<file path="src/rtl/fmw_pkg.sv">
package fmw_pkg;

  localparam int CALC_W = 16;

  typedef logic [CALC_W-1:0] calc_t;

  // Window membership: half-open [start, stop), wrapping when start > stop,
  // empty when start == stop.
  function automatic logic win_hit(input calc_t cnt, input calc_t start, input calc_t stop);
    logic r;
    if (start == stop)
      r = 1'b0;
    else if (start < stop)
      r = (cnt >= start) && (cnt < stop);
    else
      r = (cnt >= start) || (cnt < stop);
    return r;
  endfunction

  // Join a high-bit field and a low byte into one position.
  function automatic calc_t join_pos(input calc_t hi, input calc_t lo, input int lo_w);
    return (hi << lo_w) | lo;
  endfunction

  typedef struct packed {
    logic blank;
    logic read;
  } htap_t;

endpackage

</file>
<file path="src/rtl/fmw_sat_counter.sv">
module fmw_sat_counter #(
  parameter int W = 11
) (
  input  logic         clk,
  input  logic         rst_n,
  input  logic         restart,
  input  logic         step,
  output logic [W-1:0] cnt
);
  localparam logic [W-1:0] CNT_MAX = {W{1'b1}};

  logic at_max;
  assign at_max = (cnt == CNT_MAX);

  always_ff @(posedge clk or negedge rst_n) begin
    if (!rst_n)
      cnt <= '0;
    else if (restart)
      cnt <= '0;
    else if (step && !at_max)
      cnt <= cnt + 1'b1;
  end

  // a restart always lands on zero
  assert_restart_zero_R2: assert property (@(posedge clk) disable iff (!rst_n)
    restart |=> (cnt == '0));

  // a plain step advances by exactly one
  assert_step_one_R2: assert property (@(posedge clk) disable iff (!rst_n)
    (!restart && step && !at_max) |=> (cnt == W'($past(cnt) + 1'b1)));

  // the top value is held, never wrapped
  assert_no_wrap_R9: assert property (@(posedge clk) disable iff (!rst_n)
    (!restart && at_max) |=> (cnt == CNT_MAX));

endmodule

</file>
<file path="src/rtl/fmw_win_cmp.sv">
module fmw_win_cmp #(
  parameter int W = 11
) (
  input  logic         clk,
  input  logic         rst_n,
  input  logic [W-1:0] cnt,
  input  logic [W-1:0] start,
  input  logic [W-1:0] stop,
  output logic         hit_q
);
  import fmw_pkg::*;

  logic hit_now;
  assign hit_now = win_hit(calc_t'(cnt), calc_t'(start), calc_t'(stop));

  always_ff @(posedge clk or negedge rst_n) begin
    if (!rst_n)
      hit_q <= 1'b0;
    else
      hit_q <= hit_now;
  end

  // equal start and stop never opens the window
  assert_empty_window_R5: assert property (@(posedge clk) disable iff (!rst_n)
    (start == stop) |=> !hit_q);

endmodule

</file>
<file path="src/rtl/fmw_tap_delay.sv">
module fmw_tap_delay #(
  parameter int W     = 2,
  parameter int SEL_W = 2
) (
  input  logic             clk,
  input  logic             rst_n,
  input  logic [SEL_W-1:0] sel,
  input  logic [W-1:0]     din,
  output logic [W-1:0]     dout
);
  localparam int DEPTH = (1 << SEL_W) - 1;

  logic [W-1:0] stage [DEPTH];
  logic [W-1:0] taps  [DEPTH+1];

  assign taps[0] = din;

  for (genvar g = 0; g < DEPTH; g++) begin : g_stage
    always_ff @(posedge clk or negedge rst_n) begin
      if (!rst_n)
        stage[g] <= '0;
      else if (g == 0)
        stage[g] <= din;
      else
        stage[g] <= stage[(g == 0) ? 0 : g-1];
    end
    assign taps[g+1] = stage[g];
  end

  always_ff @(posedge clk or negedge rst_n) begin
    if (!rst_n)
      dout <= '0;
    else
      dout <= taps[sel];
  end

  // no extra delay passes the input after one register
  assert_zero_delay_R7: assert property (@(posedge clk) disable iff (!rst_n)
    (sel == '0) |=> (dout == $past(din)));

  // one extra clock of delay
  assert_one_delay_R7: assert property (@(posedge clk) disable iff (!rst_n)
    (sel == SEL_W'(1)) |=> (dout == $past(din, 2)));

endmodule

</file>
<file path="src/rtl/fmw_window_gen.sv">
module fmw_window_gen #(
  parameter int HCNT_W = 11,
  parameter int VCNT_W = 10,
  parameter int LO_W   = 8,
  parameter int DLY_W  = 2
) (
  input  logic                          clk,
  input  logic                          rst_n,
  input  logic                          href,
  input  logic                          vsync,
  input  logic [LO_W-1:0]               blank_start_lo,
  input  logic [LO_W-1:0]               blank_stop_lo,
  input  logic [LO_W-1:0]               read_start_lo,
  input  logic [LO_W-1:0]               read_stop_lo,
  input  logic [4*(HCNT_W-LO_W)-1:0]    pos_hi,
  input  logic [VCNT_W-1:0]             vwin_start,
  input  logic [VCNT_W-1:0]             vwin_stop,
  input  logic [DLY_W-1:0]              dly_sel,
  output logic                          hblank_n,
  output logic                          rd_en,
  output logic                          vblank_n
);
  import fmw_pkg::*;

  localparam int HI_W = HCNT_W - LO_W;

  // Field index in pos_hi for each horizontal position
  localparam int F_BL_START = 0;
  localparam int F_BL_STOP  = 1;
  localparam int F_RD_START = 2;
  localparam int F_RD_STOP  = 3;

  logic [HCNT_W-1:0] hcnt;
  logic [VCNT_W-1:0] vcnt;
  logic              vs_q;
  logic              vs_rise;

  always_ff @(posedge clk or negedge rst_n) begin
    if (!rst_n)
      vs_q <= 1'b0;
    else
      vs_q <= vsync;
  end
  assign vs_rise = vsync & ~vs_q;

  fmw_sat_counter #(.W(HCNT_W)) u_hcnt (
    .clk     (clk),
    .rst_n   (rst_n),
    .restart (href),
    .step    (1'b1),
    .cnt     (hcnt)
  );

  fmw_sat_counter #(.W(VCNT_W)) u_vcnt (
    .clk     (clk),
    .rst_n   (rst_n),
    .restart (vs_rise),
    .step    (href),
    .cnt     (vcnt)
  );

  // Full horizontal positions
  logic [HCNT_W-1:0] lo_field [4];
  logic [HCNT_W-1:0] hpos     [4];

  assign lo_field[F_BL_START] = HCNT_W'(blank_start_lo);
  assign lo_field[F_BL_STOP]  = HCNT_W'(blank_stop_lo);
  assign lo_field[F_RD_START] = HCNT_W'(read_start_lo);
  assign lo_field[F_RD_STOP]  = HCNT_W'(read_stop_lo);

  for (genvar f = 0; f < 4; f++) begin : g_pos
    assign hpos[f] = HCNT_W'(join_pos(calc_t'(pos_hi[f*HI_W +: HI_W]),
                                      calc_t'(lo_field[f]), LO_W));
  end

  logic blank_hit_q;
  logic read_hit_q;
  logic vert_hit_q;

  fmw_win_cmp #(.W(HCNT_W)) u_blank_win (
    .clk   (clk),
    .rst_n (rst_n),
    .cnt   (hcnt),
    .start (hpos[F_BL_START]),
    .stop  (hpos[F_BL_STOP]),
    .hit_q (blank_hit_q)
  );

  fmw_win_cmp #(.W(HCNT_W)) u_read_win (
    .clk   (clk),
    .rst_n (rst_n),
    .cnt   (hcnt),
    .start (hpos[F_RD_START]),
    .stop  (hpos[F_RD_STOP]),
    .hit_q (read_hit_q)
  );

  fmw_win_cmp #(.W(VCNT_W)) u_vert_win (
    .clk   (clk),
    .rst_n (rst_n),
    .cnt   (vcnt),
    .start (vwin_start),
    .stop  (vwin_stop),
    .hit_q (vert_hit_q)
  );

  htap_t tap_in;
  htap_t tap_out;

  assign tap_in.blank = blank_hit_q;
  assign tap_in.read  = read_hit_q & vert_hit_q;

  fmw_tap_delay #(.W($bits(htap_t)), .SEL_W(DLY_W)) u_tap (
    .clk   (clk),
    .rst_n (rst_n),
    .sel   (dly_sel),
    .din   (tap_in),
    .dout  (tap_out)
  );

  logic vb_q;
  always_ff @(posedge clk or negedge rst_n) begin
    if (!rst_n)
      vb_q <= 1'b1;
    else
      vb_q <= ~vert_hit_q;
  end

  assign hblank_n = tap_out.blank;
  assign rd_en    = tap_out.read;
  assign vblank_n = vb_q;

  // a read is never enabled while the vertical window was closed
  assert_read_needs_vwin_R8: assert property (@(posedge clk) disable iff (!rst_n)
    (dly_sel == '0 && !vert_hit_q) |=> !rd_en);

endmodule

</file>
<file path="config.mk">
export PLATFORM = sky130hd
export DESIGN_NAME = fmw_window_gen
export DESIGN_NICKNAME = d
export VERILOG_FILES = /design/src/rtl/fmw_pkg.sv /design/src/rtl/fmw_sat_counter.sv /design/src/rtl/fmw_win_cmp.sv /design/src/rtl/fmw_tap_delay.sv /design/src/rtl/fmw_window_gen.sv
export SDC_FILE = /design/constraint.sdc
export NUM_CORES = 1
export LEC_CHECK = 0
export BUFFER_PORTS_ARGS = -buffer_cell sky130_fd_sc_hd__buf_2
export CORE_MARGIN = 4
export CORE_UTILIZATION = 57
export CTS_CLUSTER_DIAMETER = 50
export DETAILED_ROUTE_END_ITERATION = 16
export GPL_TIMING_DRIVEN = 0
export PLACE_DENSITY = 0.89
export SYNTH_ARGS = -nofsm -noshare
export SYNTH_HDL_FRONTEND = slang
export SYNTH_SLANG_ARGS = --single-unit
</file>
<file path="constraint.sdc">
create_clock -name clk -period 2.4 [get_ports clk]
set_input_delay 0.24 -clock clk [delete_from_list [all_inputs] [get_ports clk]]
set_output_delay 0.24 -clock clk [all_outputs]
set_load 0.01 [all_outputs]
</file>
# [Yosys cells after proc, flatten, opt, wreduce, memory -nomap -nowiden]
# Index checks and enable logic that the tools add are counted.
[word_totals] register_bits=34 in_bits=70 word_cells=60
[op_classes] n_addsub=2 order_cmp=10 eq_ne=6 mux=13 bitwise_logic=9 n_reduce_logical=9
[ops] operator="less-than comparator 11 bit" count=4
[ops] operator="bitwise OR 11 x 8 -> 11 bit" count=4
[ops] operator="equality test 11 bit" count=2
[ops] operator="greater-or-equal comparator 11 bit" count=2
[ops] operator="two-way mux 11 bit" count=2
[ops] operator="less-than comparator 10 bit" count=2
[ops] operator="two-way mux 10 bit" count=2
[ops] operator="adder 11 x 1 -> 11 bit (second input constant)" count=1
[ops] operator="equality test 11 bit (second input constant)" count=1
[ops] operator="adder 10 x 1 -> 10 bit (second input constant)" count=1
[ops] operator="equality test 10 bit" count=1
[ops] operator="equality test 10 bit (second input constant)" count=1
[ops] operator="greater-or-equal comparator 10 bit" count=1
[ops] operator="two-way mux 1 bit" count=6
[ops] operator="binary-select mux 2 bit (select 2 bit)" count=1
[ops] operator="logical AND 1 bit" count=4
[ops] operator="two-way mux 2 bit" count=2
[ops] operator="greater-or-equal comparator 3 bit (second input constant)" count=1
[ops] operator="logical OR 1 bit" count=3
[ops] operator="inverter 2 -> 3 bit" count=1
[ops] operator="AND 1 bit" count=2
[ops] operator="!= test 2 bit (second input constant)" count=1
[ops] operator="inverter 1 bit" count=2
[ops] operator="nonzero test 2 bit" count=1
[ops] operator="logical NOT 1 bit" count=1

# [Logic depth before layout (Yosys ltp)]
[logic_depth] word_depth=5 ltp_mapped=8

# [By module]
# From an unflattened synthesis, not the netlist that was laid out.
[hier_totals] cells_unflattened=431 area_unflattened_um2=3816.2
[modules_own_cells] mod="fmw_win_cmp (u_read_win)" instances=1 cells_per_inst=97 area_per_inst_um2=809.5 seq_area_each_um2=25.0
[modules_own_cells] mod="fmw_win_cmp (u_blank_win)" instances=1 cells_per_inst=104 area_per_inst_um2=773.2 seq_area_each_um2=25.0
[modules_own_cells] mod="fmw_win_cmp (u_vert_win)" instances=1 cells_per_inst=94 area_per_inst_um2=744.5 seq_area_each_um2=25.0
[modules_own_cells] mod="fmw_sat_counter (u_hcnt)" instances=1 cells_per_inst=65 area_per_inst_um2=634.4 seq_area_each_um2=275.3
[modules_own_cells] mod="fmw_sat_counter (u_vcnt)" instances=1 cells_per_inst=55 area_per_inst_um2=523.0 seq_area_each_um2=250.2
[modules_own_cells] mod="fmw_tap_delay" instances=1 cells_per_inst=10 area_per_inst_um2=252.7 seq_area_each_um2=200.2
[modules_own_cells] mod="fmw_window_gen" instances=1 cells_per_inst=6 area_per_inst_um2=78.8 seq_area_each_um2=51.3

# [Worst setup path after synthesis]
# OpenSTA, ideal clock, no wires.
[synth_timing] path_kind="reg2reg" start="reg u_hcnt.cnt[4]" end="reg u_read_win.hit_q" arrival_time_ns=1.865 required_ns=2.327 setup_slack_ns=0.462 stages_incl_launch_ff=8 n_path_buf=0 cell_sequence="dfrtp_1 > ha_1 > a21o_2 > a21o_2 > a221oi_2 > o21ai_1 > maj3_2 > a21oi_2"
[synth_between] elab_chain_len=4 elab_cells_between_ends=6
[synth_lines] element="start: declaration" line_no="fmw_sat_counter.sv:8" text="output logic [W-1:0] cnt"
[synth_lines] element="start signal: assignment" line_no="fmw_sat_counter.sv:21" text="cnt <= cnt + 1'b1;"
[synth_lines] element="greater-or-equal comparator 11 bit / less-than comparator 11 bit (equally long branches)" line_no="fmw_pkg.sv:14, fmw_pkg.sv:16"
[synth_lines] element="logical OR 1 bit / logical AND 1 bit (equally long branches)" line_no="fmw_pkg.sv:16, fmw_pkg.sv:14"
[synth_lines] element="two-way mux 1 bit (*)" line_no="fmw_pkg.sv:13" text="else if (start < stop)"
[synth_lines] element="two-way mux 1 bit (*)" line_no="fmw_pkg.sv:11" text="if (start == stop)"
[synth_lines] element="net u_read_win.hit_now" line_no="fmw_win_cmp.sv:13" text="logic hit_now;"
[synth_lines] element="end signal: assignment" line_no="fmw_win_cmp.sv:20" text="hit_q <= hit_now;"
[synth_lines] element="end: declaration" line_no="fmw_win_cmp.sv:9" text="output logic hit_q"
# Mark *: on every way through the listed nets, which the timed path passes. The rest lies on a longest branch.
# A chain may end at the register's enable or synchronous reset.

# [Worst setup path after layout]
[layout_timing] start="reg u_hcnt.cnt[2]" end="reg u_read_win.hit_q"
# The elaborated chain is that of the path after synthesis.

==> flow_summary.yaml <==
synthesis:
  syn_nets: 572
  synth_most_common_cell: "ha_1"
  synthFlopType: "dfrtp_1"
  synthCells: 407
  syn-cell-area_sq_mm: 0.00365
  yosys.area.top_type: "ha_1"
  synth_seq_cells: 34
  synth_top_family_by_area: "adder cells"
  synth_commonest_cells: "95 x ha_1, 68 x inv_1, 33 x dfrtp_1"
  netlist.area_leader.share: 0.326
  synth_edf_count: 0
  synthXorXnorAreaFrac: 0.0312
  synthTopCellsByArea: "ha_1 33%, dfrtp_1 23%, inv_1 7.0%, a21o_1 3.7%, nor2_1 3.1%"
  synth_fa_ha_area_frac: 0.335
  synth-compound-area-share: 0.164
  async_flop_share: 1.00
  synthMuxAreaShare: 0.0124
  yosysSeqAreaShare: 0.234
  synth_cell_types: 42
  avgSynthCellArea_sq_um: 8.96
  yosysWarnings: 0
  synthSimpleGateAreaFrac: 0.152
placed_design:
  hpwl_microns: 6890
  place_inst: 554
  gp_congestion: 0.872
  port_buffers: 72
global_routing:
  globalRouteOverflowTotal: 0
  grt_max_degree: 35
  antenna_found_initial: 0
  grt.total_usage: 0.224
  first_global_vias: 3276
  grt_pass1_wl_microns: 14000
setup_path:
  rrSetupSlack_ns: 0.16
  cp_num_buf_inv: 0
  crit_path_end_kind: "register"
  r2r_start: "u_hcnt.cnt[2]"
  cp-startpoint: "u_hcnt.cnt[2]"
  crit_fanout: 7
  critPathTopFamily: "compound AO/OA/AOI/OAI gates"
  path_cells: "ha_1 -> a21o_1 -> a31oi_1 -> o21ai_0 -> a221oi_1 -> maj3_2 -> a21oi_2"
  crit_slowest_cell: "dfrtp_1"
  slowest_delay_ns: 0.48
  path_class: "register to register"
  required_ns: 2.57
  cp-start-kind: "register"
  arrival_ns: 2.41
cts:
  post_cts_buffers: 0
  cts_resized: 0
  cts_buffer_depth: 2
  clk_pin_slew_ns: 0.07
  cts_tree: "yes"
  numCtsBuffers: 5
  clock_sinks: 34
  cts_hold_buffers: 0
  cts_max_level: 2
  worstSkewPairLatency_ns: 0.29
  root_buffer: "clkbuf_8"
routing:
  vias: 3172
  drc: 0
  wl_microns: 8150
  drtIter0Drc: 125
  vias_per_cell: 5.64
  detail-route-antenna-nets: 0
  wire_per_inst_microns: 14.5
  first_pass_iters: 4
timing:
  skew_ns: 0.0117
  slew_headroom: 0.514
  setup_viol: 0
  grt_setup_unrepaired: "false"
  setup_tns_ns: 0
  final_hold_viol_count: 0
  period_minus_slack_ns: 2.24
  worst_hold_slack_ns: 0.0158
  drv_slew: 0
  period_share: 0.934
  worstMarginPinSlew_ns: 0.729
  max_freq_mhz: 446
outcome:
  outcome: "completed"
pwr:
  p_leak_nw: 2.48
  ir_drop_mv: 0.357
  p_total_w: 0.00154
  power_density_mw_per_mm2: 368
flow_run:
  cap_viol_max_count: 0
finish:
  final-seq-area_sq_um: 852
  nets: 651
  fillers: 460
  syn2layout_area_growth_pct: 14.9
  fin_util: 0.691
  stdcell_count: 562
  drive_gt1_frac: 0.207
  multi_input_area_sq_mm: 0.00253
  diodes: 0
min_path:
  min_path_type: "input port to asynchronous set/reset pin"
floorplan:
  core-area_sq_mm: 0.00606
  io_pins: 73
  dieArea_sq_mm: 0.00774
  start_util: 0.602
  dieHeight_microns: 88.0
  placementRows: 28
  chipWidth_microns: 88.0
-- kinds of logic (layout without fill, tap and decap cells) --
group	after synthesis	in the layout
muxes	2	2
AOI/OAI and AO/OA	85	85
and+or+nand+nor	105	105
adders and majority gates	98	98
DFF	34	34
xor gates and xnor gates	13	13
buffers and inverters	70	150
-- registers in the layout (all words and copies together) (netlist names) --
signal / cells
vs_q: 1
u_tap.stage: 6
u_read_win.hit_q: 1
u_hcnt.cnt: 11
u_tap.dout: 2
u_blank_win.hit_q: 1
u_vcnt.cnt: 10
vblank_n: 1
u_vert_win.hit_q: 1
-- routing by layer --
metal | global-route usage | wire (microns) | vias up | share of wire
met5 | 0 | 0 | - | 0
met4 | 0.0488 | 118 | 0 | 0.014
met3 | 0.0282 | 396 | 14 | 0.049
met2 | 0.444 | 4350 | 82 | 0.53
met1 | 0.251 | 3290 | 1466 | 0.40
li1 | - | - | 1610 | -
-- worst paths after layout --
| check | end | cells after the start |
|---|---|---|
| setup / recovery | u_read_win.hit_q | 7 |
| hold / removal | u_vert_win.hit_q | 1 |
| setup reg to reg | u_read_win.hit_q | 7 |
| hold reg to reg | u_tap.stage[1] | 0 |
| max in group asynchronous | u_tap.stage[0] | 1 |
| min in group clk | vs_q | 1 |
-- metrics by stage --
| step | instance area [sq um] | setup slack (ns) |
|---|---|---|
| floorplan | 3650 | 0.462 |
| global placement | 4100 | 0.250 |
| detailed placement | 4100 | 0.235 |
| CTS | 4190 | 0.219 |
| global route | 4190 | 0.0776 |
| finish | 4190 | 0.158 |
-- worst reg2reg max path: stages, from the launching register on --
cell      delay [ns]
dfrtp_1         0.48
ha_1            0.34
a21o_1          0.18
a31oi_1         0.21
o21ai_0         0.17
a221oi_1        0.40
maj3_2          0.31
a21oi_2         0.04
-- final cells by class --
cell class	count	area share
sequential	34	0.203
buffer	2	0.00179
tap	75	0.0224
timing repair buffer	72	0.0860
inverter	68	0.0609
multi-input combinational	303	0.604
clock buffer	8	0.0215
-- layout by cell type (no fill, tap or decap), types with 11 or more instances in the layout --
master / synthesis / routed
inv_1: 68 / 68
buf_2: 0 / 72
nor2_1: 30 / 30
a21o_1: 18 / 18
nand4_1: 15 / 15
ha_1: 95 / 95
nand3_1: 11 / 11
a21oi_1: 21 / 21
dfrtp_1: 33 / 33
nand2_1: 18 / 18
-- power breakdown --
part,internal (W),switching (W)
Combinational,0.000215,0.000236
Sequential,0.000620,0.0000426
Clock,0.000234,0.000193
(Power assumes the default switching activity.)
